**src/rtl/wsk_pkg.sv**
```systemverilog
package wsk_pkg;

  typedef enum logic [1:0] {
    HINT_INF   = 2'b00,
    HINT_ONE   = 2'b01,
    HINT_UPTO3 = 2'b10,
    HINT_UPTO7 = 2'b11
  } hint_e;

  localparam int REACH_W = 3;

  // Upper bound of the reader distance covered by a hint code.
  function automatic logic [REACH_W-1:0] hint_reach(input hint_e h);
    logic [REACH_W-1:0] r;
    case (h)
      HINT_ONE:   r = 3'd1;
      HINT_UPTO3: r = 3'd3;
      HINT_UPTO7: r = 3'd7;
      default:    r = 3'd0;
    endcase
    return r;
  endfunction

endpackage

```
**src/rtl/wsk_presence_vec.sv**
```systemverilog
module wsk_presence_vec #(
  parameter int DEPTH  = 128,
  parameter int SLOT_W = $clog2(DEPTH),
  parameter int CNT_W  = $clog2(DEPTH + 1)
) (
  input  logic              clk_i,
  input  logic              rst_ni,
  input  logic              disp_i,
  input  logic              ret_i,
  output logic [DEPTH-1:0]  pv_o,
  output logic [SLOT_W-1:0] head_o,
  output logic [SLOT_W-1:0] tail_o,
  output logic [CNT_W-1:0]  count_o
);

  logic [DEPTH-1:0]  pv_q, pv_d;
  logic [SLOT_W-1:0] head_q, head_d, tail_q, tail_d;
  logic [CNT_W-1:0]  count_q, count_d;
  logic              full, empty, do_disp, do_ret, upd_en;

  function automatic logic [SLOT_W-1:0] bump(input logic [SLOT_W-1:0] p);
    return (p == SLOT_W'(DEPTH - 1)) ? '0 : p + SLOT_W'(1);
  endfunction

  always_comb begin
    full    = (count_q == CNT_W'(DEPTH));
    empty   = (count_q == '0);
    do_disp = disp_i && !full;
    do_ret  = ret_i && !empty;
    upd_en  = do_disp || do_ret;

    tail_d  = do_disp ? bump(tail_q) : tail_q;
    head_d  = do_ret  ? bump(head_q) : head_q;

    case ({do_disp, do_ret})
      2'b10:   count_d = count_q + CNT_W'(1);
      2'b01:   count_d = count_q - CNT_W'(1);
      default: count_d = count_q;
    endcase

    pv_d = pv_q;
    if (do_disp) pv_d[tail_q] = 1'b1;
    if (do_ret)  pv_d[head_q] = 1'b0;
  end

  always_ff @(posedge clk_i or negedge rst_ni) begin
    if (!rst_ni) begin
      pv_q    <= '0;
      head_q  <= '0;
      tail_q  <= '0;
      count_q <= '0;
    end else if (upd_en) begin
      pv_q    <= pv_d;
      head_q  <= head_d;
      tail_q  <= tail_d;
      count_q <= count_d;
    end
  end

  assign pv_o    = pv_q;
  assign head_o  = head_q;
  assign tail_o  = tail_q;
  assign count_o = count_q;

  assert_no_overflow_R4: assert property (@(posedge clk_i) disable iff (!rst_ni)
    count_q <= CNT_W'(DEPTH));

  assert_full_drop_R4: assert property (@(posedge clk_i) disable iff (!rst_ni)
    (count_q == CNT_W'(DEPTH) && disp_i && !ret_i) |=> $stable(tail_q));

  assert_empty_drop_R5: assert property (@(posedge clk_i) disable iff (!rst_ni)
    (count_q == '0 && ret_i && !disp_i) |=> $stable(head_q));

  assert_pop_match_R3: assert property (@(posedge clk_i) disable iff (!rst_ni)
    $countones(pv_q) == 32'(count_q));

  assert_head_live_R3: assert property (@(posedge clk_i) disable iff (!rst_ni)
    (count_q != '0) |-> pv_q[head_q]);

endmodule

```
**src/rtl/wsk_issue_check.sv**
```systemverilog
module wsk_issue_check
  import wsk_pkg::*;
#(
  parameter int DEPTH  = 128,
  parameter int SLOT_W = $clog2(DEPTH),
  parameter int CNT_W  = $clog2(DEPTH + 1)
) (
  input  logic              clk_i,
  input  logic              rst_ni,
  input  logic [DEPTH-1:0]  pv_i,
  input  logic [SLOT_W-1:0] head_i,
  input  logic [CNT_W-1:0]  count_i,
  input  logic              iss_vld_i,
  input  logic [SLOT_W-1:0] iss_slot_i,
  input  logic [1:0]        iss_hint_i,
  output logic              skip_vld_o,
  output logic              skip_o
);

  localparam int OFF_W = CNT_W + 1;

  hint_e             hint;
  logic [OFF_W-1:0]  slot_ext, head_ext, reach_ext, own_off, far_off, pos_raw, pos_fold;
  logic [SLOT_W-1:0] test_pos;
  logic              in_window, hit;
  logic              skip_vld_q, skip_vld_d, skip_q, skip_d;

  // Distance of the tested slot from the oldest entry, and its wrapped index.
  always_comb begin
    hint      = hint_e'(iss_hint_i);
    slot_ext  = OFF_W'(iss_slot_i);
    head_ext  = OFF_W'(head_i);
    reach_ext = OFF_W'(hint_reach(hint));
    own_off   = (slot_ext >= head_ext) ? (slot_ext - head_ext)
                                       : (slot_ext + OFF_W'(DEPTH) - head_ext);
    far_off   = own_off + reach_ext;
    pos_raw   = slot_ext + reach_ext;
    pos_fold  = (pos_raw >= OFF_W'(DEPTH)) ? (pos_raw - OFF_W'(DEPTH)) : pos_raw;
    test_pos  = SLOT_W'(pos_fold);
    in_window = (far_off < OFF_W'(count_i));
    hit       = (hint != HINT_INF) && in_window && pv_i[test_pos];
    skip_vld_d = iss_vld_i;
    skip_d     = iss_vld_i && hit;
  end

  always_ff @(posedge clk_i or negedge rst_ni) begin
    if (!rst_ni) begin
      skip_vld_q <= 1'b0;
      skip_q     <= 1'b0;
    end else begin
      skip_vld_q <= skip_vld_d;
      skip_q     <= skip_d;
    end
  end

  assign skip_vld_o = skip_vld_q;
  assign skip_o     = skip_q;

  assert_inf_write_R7: assert property (@(posedge clk_i) disable iff (!rst_ni)
    (iss_vld_i && iss_hint_i == 2'b00) |=> (skip_vld_o && !skip_o));

  assert_valid_lat_R10: assert property (@(posedge clk_i) disable iff (!rst_ni)
    iss_vld_i |=> skip_vld_o);

  assert_quiet_R10: assert property (@(posedge clk_i) disable iff (!rst_ni)
    !iss_vld_i |=> (!skip_vld_o && !skip_o));

  assert_empty_write_R11: assert property (@(posedge clk_i) disable iff (!rst_ni)
    (iss_vld_i && count_i == '0) |=> !skip_o);

endmodule

```
**src/rtl/depdist_skip_tracker.sv**
```systemverilog
module depdist_skip_tracker #(
  parameter int DEPTH = 128,
  localparam int SLOT_W = $clog2(DEPTH),
  localparam int CNT_W  = $clog2(DEPTH + 1)
) (
  input  logic              clk_i,
  input  logic              rst_ni,
  input  logic              disp_i,
  input  logic              ret_i,
  input  logic              iss_vld_i,
  input  logic [SLOT_W-1:0] iss_slot_i,
  input  logic [1:0]        iss_hint_i,
  output logic [SLOT_W-1:0] disp_slot_o,
  output logic              skip_vld_o,
  output logic              skip_o
);

  logic [DEPTH-1:0]  pv;
  logic [SLOT_W-1:0] head, tail;
  logic [CNT_W-1:0]  count;

  wsk_presence_vec #(.DEPTH(DEPTH), .SLOT_W(SLOT_W), .CNT_W(CNT_W)) u_pvec (
    .clk_i   (clk_i),
    .rst_ni  (rst_ni),
    .disp_i  (disp_i),
    .ret_i   (ret_i),
    .pv_o    (pv),
    .head_o  (head),
    .tail_o  (tail),
    .count_o (count)
  );

  wsk_issue_check #(.DEPTH(DEPTH), .SLOT_W(SLOT_W), .CNT_W(CNT_W)) u_check (
    .clk_i      (clk_i),
    .rst_ni     (rst_ni),
    .pv_i       (pv),
    .head_i     (head),
    .count_i    (count),
    .iss_vld_i  (iss_vld_i),
    .iss_slot_i (iss_slot_i),
    .iss_hint_i (iss_hint_i),
    .skip_vld_o (skip_vld_o),
    .skip_o     (skip_o)
  );

  assign disp_slot_o = tail;

endmodule

```
**config.mk**
```make
export PLATFORM = sky130hd
export DESIGN_NAME = depdist_skip_tracker
export DESIGN_NICKNAME = d
export VERILOG_FILES = /design/src/rtl/wsk_pkg.sv /design/src/rtl/wsk_presence_vec.sv /design/src/rtl/wsk_issue_check.sv /design/src/rtl/depdist_skip_tracker.sv
export SDC_FILE = /design/constraint.sdc
export NUM_CORES = 1
export LEC_CHECK = 0
export BUFFER_PORTS_ARGS = -buffer_cell sky130_fd_sc_hd__buf_2
export CORE_MARGIN = 5
export CORE_UTILIZATION = 55
export DETAILED_ROUTE_END_ITERATION = 8
export PLACE_DENSITY_LB_ADDON = 0.1
export SETUP_SLACK_MARGIN = 0.02
export SLEW_MARGIN = 5
export SYNTH_ARGS = -nofsm -noshare
export SYNTH_HDL_FRONTEND = slang
export SYNTH_SLANG_ARGS = --single-unit
```
**constraint.sdc**
```tcl
create_clock -name clk_i -period 11.3 [get_ports clk_i]
set_clock_uncertainty 0.2 [all_clocks]
set_input_delay 1.695 -clock clk_i [delete_from_list [all_inputs] [get_ports clk_i]]
set_output_delay 1.695 -clock clk_i [all_outputs]
set_load 0.005 [all_outputs]
```
# Yosys cells after proc, flatten, opt, wreduce, memory -nomap -nowiden
# Index checks and enable logic that the tools add are counted.
# op_classes
n_addsub	10
mux	14
reduce_logical	16
n_eq_ne	8
n_bitwise	3
magnitude_cmp	8
# op_table
operator	n
2-to-1 mux 128 bit	2
bitwise AND 128 bit	1
inverter 128 bit	1
OR 128 bit	1
< comparator 7 x 8 -> 1 bit (second input constant)	3
2-to-1 mux 7 bit	3
one-hot mux 8 bit (2 select lines)	1
adder 7 x 1 -> 7 bit (second input constant)	2
demux 1 bit (select 7 bit)	2
equality test 7 bit (second input constant)	2
greater-or-equal comparator 7 x 1 -> 1 bit (second input constant)	2
adder 7 x 8 -> 9 bit (second input constant)	1
adder 9 x 3 -> 9 bit	1
< comparator 9 x 8 -> 1 bit	1
2-to-1 mux 9 bit	1
one-hot mux 3 bit (3 select lines)	1
subtractor 9 x 7 -> 9 bit	1
adder 7 x 3 -> 8 bit	1
adder 8 x 1 -> 8 bit (second input constant)	1
equality test 8 bit (second input constant)	1
greater-or-equal comparator 8 bit (second input constant)	1
zero test 8 bit	1
subtractor 7 x 7 -> 8 bit	1
subtractor 8 x 1 -> 8 bit (second input constant)	1
other kinds (11)	26
# word_totals
regBits	152
out_inout_bits	9
input_bits	14

# Depth between registers and ports, before layout
# logic_depth
ltp_word	9
mapped_depth	15
ltp_nobuf	15

# By module
# Synthesis repeated with hierarchy kept, for this count alone.
# hier_totals
cells_unflattened	802
hier_area_um2	8425.6
# modules_own_cells
mod	instances	seq_area_each_um2	area_per_inst_um2	cells_per_inst
wsk_presence_vec	1	3753.6	6462.4	628
wsk_issue_check	1	50.0	1963.1	174

# Worst setup path before layout
# No wires, ideal clock.
# synth_path
path_type	input to register
startpoint	input port iss_hint_i[1]
endpoint	register u_check.skip_q, in the netlist u_check.skip_o
path_slack_ns	6.425
arrival_time_ns	4.580
setup_ns	0.095
path_stages	11
cell_sequence	or2_2 > ha_1 > fa_1 > xnor2_4 > buf_6 > mux4_2 > nor4_2 > a31oi_1 > o311a_1 > a211o_1 > nor4b_2
# synth_via
elab_chain_cells	9
# synth_lines
element	line_no	source
start: declaration	depdist_skip_tracker.sv:12	input logic [1:0] iss_hint_i,
equality test 2 bit / equality test 2 x 1 -> 1 bit (equally long branches)	wsk_pkg.sv:15	case (h)
one-hot mux 3 bit (3 select lines)	wsk_pkg.sv:15	
adder 7 x 3 -> 8 bit	wsk_issue_check.sv:37	pos_raw = slot_ext + reach_ext;
subtractor 7 x 1 -> 7 bit / greater-or-equal comparator 8 bit (equally long branches)	wsk_issue_check.sv:38	pos_fold = (pos_raw >= OFF_W'(DEPTH)) ? (pos_raw - OFF_W'(DEPTH)) : pos_raw;
2-to-1 mux 7 bit	wsk_issue_check.sv:38	
binary-select mux 1 bit (select 7 bit)	wsk_issue_check.sv:41	hit = (hint != HINT_INF) && in_window && pv_i[test_pos];
2-to-1 mux 1 bit (implied by the code)	wsk_issue_check.sv:41	
logical AND 1 bit *	wsk_issue_check.sv:41	
logical AND 1 bit *	wsk_issue_check.sv:43	skip_d = iss_vld_i && hit;
named net u_check.skip_d	wsk_issue_check.sv:26	logic skip_vld_q, skip_vld_d, skip_q, skip_d;
end signal: assignment	wsk_issue_check.sv:52	skip_q <= skip_d;
end: declaration	wsk_issue_check.sv:26	
# The timed path passes the listed nets; every way through them passes the cells marked *. The select of a mux whose other input is x is not followed.
# A chain may end at the register's enable or synchronous reset.

# Worst setup path after layout
# Same ends and word-level chain as after synthesis.

==> results.txt <==
RSZ-0062 raised after global routing = no
Final-report hold violation count = 0
Crit Path Class = in2reg
Slew HR = 14.4%
Drt drc = 0
Worst slack, placed = 5910 ps
Combinational family with the most area after synthesis = compound AO/OA/AOI/OAI gates
CTS buffer count = 17
Worst VDD drop = 169 uV
Origin of the critical flop-to-flop path = u_pvec.count_o[2]
Initial Util = 55.8%
Status = finished, final reports clean
Sequential area share after synthesis = 45.0%
Synth top area cells = dfrtp_1 (45%), a21oi_1 (16%), mux4_2 (6.1%)
Crit path required time = 11410 ps
Worst-margin pin slew = 1270 ps
Chip Height = 134 um
CP cell instances = buf_2 -> or2_2 -> ha_1 -> fa_1 -> xnor2_4 -> buf_4 -> mux4_2 -> nor2b_1 -> a2111oi_0 -> o41ai_1 -> nor4b_2
WHS = 323 ps
Mux contribution to synthesized area = 11.4%
Initial antenna violation count = 0
Post-synthesis register bit count = 152
Fin crit share = 44.4%
CTS tree = yes
# rows = 45
I/O pin cnt = 23
Power Total = 2.26 mW
Worst-path clk slew = 60 ps
CTS resizes = 0
TNS Setup = 0 ps
Clock sinks = 152
Remaining global-route overflow = 0
Clk buf depth = 2
Post-Syn Area = 8450 um^2
Post-Synth XOR/XNOR Area = 2.92%
CP peak stage delay = 560 ps
Post-CTS Setup Repair Bufs = 0
Ys async rst share = 100%
Root cell of the clock tree = clkbuf_16
Highest Clock Rate = 199 MHz
Leak Pwr = 4.25 nW
Overall Global Routing Usage = 28.6%
IO buf count = 22
CTS H-tree depth = 4
Area growth from synthesis to layout = 11.5%
DP Cell Count = 1008
Worst Path Arrival = 5130 ps
Setup crit end kind = flip-flop
Post-synth top cells = a21oi_1 (265), dfrtp_1 (152), nor2_1 (47), clkbuf_1 (31), nand2_1 (31)
Slowest CP cell = mux4_2
Final wirelength = 25.1 mm
Top_reg_cell synth = dfrtp_1
Leading area contributor after synthesis = dfrtp_1
Synth Warn # = 0
Initial DRC Count = 825
Synth Instances = 830
Post-layout util = 62.2%
DRT antenna net count = 0
Final setup viols = 0
First-pass GRT wire length = 39.6 mm
Hold Path Cell Cnt = 2
Drt first pass iters = 7
Core ar. = 15100 um^2
Simple-Gate Fraction of Synth Area = 10.6%
Share of the synthesized area in the top cell type = 45.0%
Synth Area in Compound Gates = 21.4%
Area share of fa/ha/maj cells after synthesis = 5.39%
DIE AREA = 17900 um^2
Post-DP Area = 8770 um^2
Startpoint types = input port
Layout cells sized above 1 = 13.1%
Crit path max fanout = 27
Hold path start = u_pvec.pv_o[1]
Synth cell types = 66
Tmin final = 5020 ps
Syn nets = 878
Number of synthesized flops with an enable pin = 0
Vias in the first global route = 7270
Max-slew violation count = 0
Register-to-Register Path Depth = 10
Worst R2R End = u_pvec.tail_o[5]
Pin count of the biggest net entering global routing = 90
Reg-to-reg setup timing slack = 6800 ps
Post-Syn Area per Cell = 10.2 um^2
Vias per cell = 6.93
Max_cap viols = 0
Die X = 134 um
Design area = 9420 um^2
Post-route insts no fill = 1040
Cell Pwr Density = 240 nW/um^2
Hpwl dp = 16.3 mm
Post-route setup slack = 6280 ps
Worst skew pair latency = 430 ps
HP Class = reg2reg
Top-count cell post-synth = a21oi_1
Via Count = 7206
Fin nets = 887
WL/cell = 24.1 um
Hold endpoint = u_pvec.pv_o[1]
Gpl congestion = 0.878
Hold_buf cts = 0
Diodes inserted = 0
## layout by cell type, fill, tap and decap left out, types with 4 or more instances in the layout
cell type	n
nand2_1	31
xor2_1	8
nor4_1	7
nor3_1	27
nand3_1	7
o21ai_0	14
clkbuf_16	17
mux4_2	23
o21a_1	4
mux2_2	4
dfrtp_1	152
and3_1	5
a21oi_1	265
nand2b_1	9
xnor2_1	17
a31oi_1	5
fa_1	4
mux2i_1	16
mux4_1	9
buf_4	12
nor2_1	45
buf_2	21
inv_1	21
bufinv_16	5
nor2b_1	9
ha_1	30
nand4_1	4
a21o_1	6
## routing by layer
layer	wire length (um)	part of all wire (%)	GRT usage [%]
met1	10100	40	37.8
met5	0	0	0
met4	727	2.9	11.3
met2	11700	47	45.2
met3	2540	10	7.73
## how the worst max path moves through the flow
stage                        from              to  depth (start not counted)
finish              iss_hint_i[1]  u_check.skip_o                         11
global route        iss_hint_i[1]  u_check.skip_o                         11
global placement    iss_hint_i[1]  u_check.skip_o                         11
floorplan           iss_hint_i[1]  u_check.skip_o                         11
detailed placement  iss_hint_i[1]  u_check.skip_o                         11
CTS                 iss_hint_i[1]  u_check.skip_o                         11
## critical path: cells and delay by family
kind,cells,cell delay [ps]
AOI/OAI and AO/OA,2,670
xor gates and xnor gates,1,180
adders and majority gates,2,720
buffers and inverters,2,620
muxes,1,560
and+or+nand+nor,3,660
## power by group
group | leakage, nW | internal (mW) | switching (mW)
Clock | 0.312 | 0.403 | 0.227
Combinational | 1.91 | 0.333 | 0.517
Sequential | 2.02 | 0.649 | 0.129
Total | 4.25 | 1.39 | 0.872
## logic make-up (layout without fill, tap and decap cells)
| group | count (synthesis) | after routing |
|---|---|---|
| adder cells (fa/ha/maj) | 34 | 34 |
| AND/OR/NAND/NOR | 172 | 172 |
| multiplexers | 52 | 52 |
| AO/OA/AOI/OAI | 328 | 328 |
| buffers and inverters | 66 | 88 |
| flip-flops | 152 | 152 |
| XOR/XNOR | 26 | 26 |
## registers in the layout (all words and copies together), names as in the netlist
name / count
u_pvec.pv_o: 128
u_check.skip_vld_o: 1
u_pvec.tail_o: 7
u_check.skip_o: 1
u_pvec.head_o: 7
u_pvec.count_o: 8
## layout make-up
cell class,instances,area (um^2)
clock buffer,20,457
multi-input combinational,612,4440
fill,1218,5720
sequential,152,3800
tap,188,235
inverter,22,82.6
clock inverter,12,196
timing repair buffer,34,206
No activity file was read; power rests on OpenSTA's default activity.
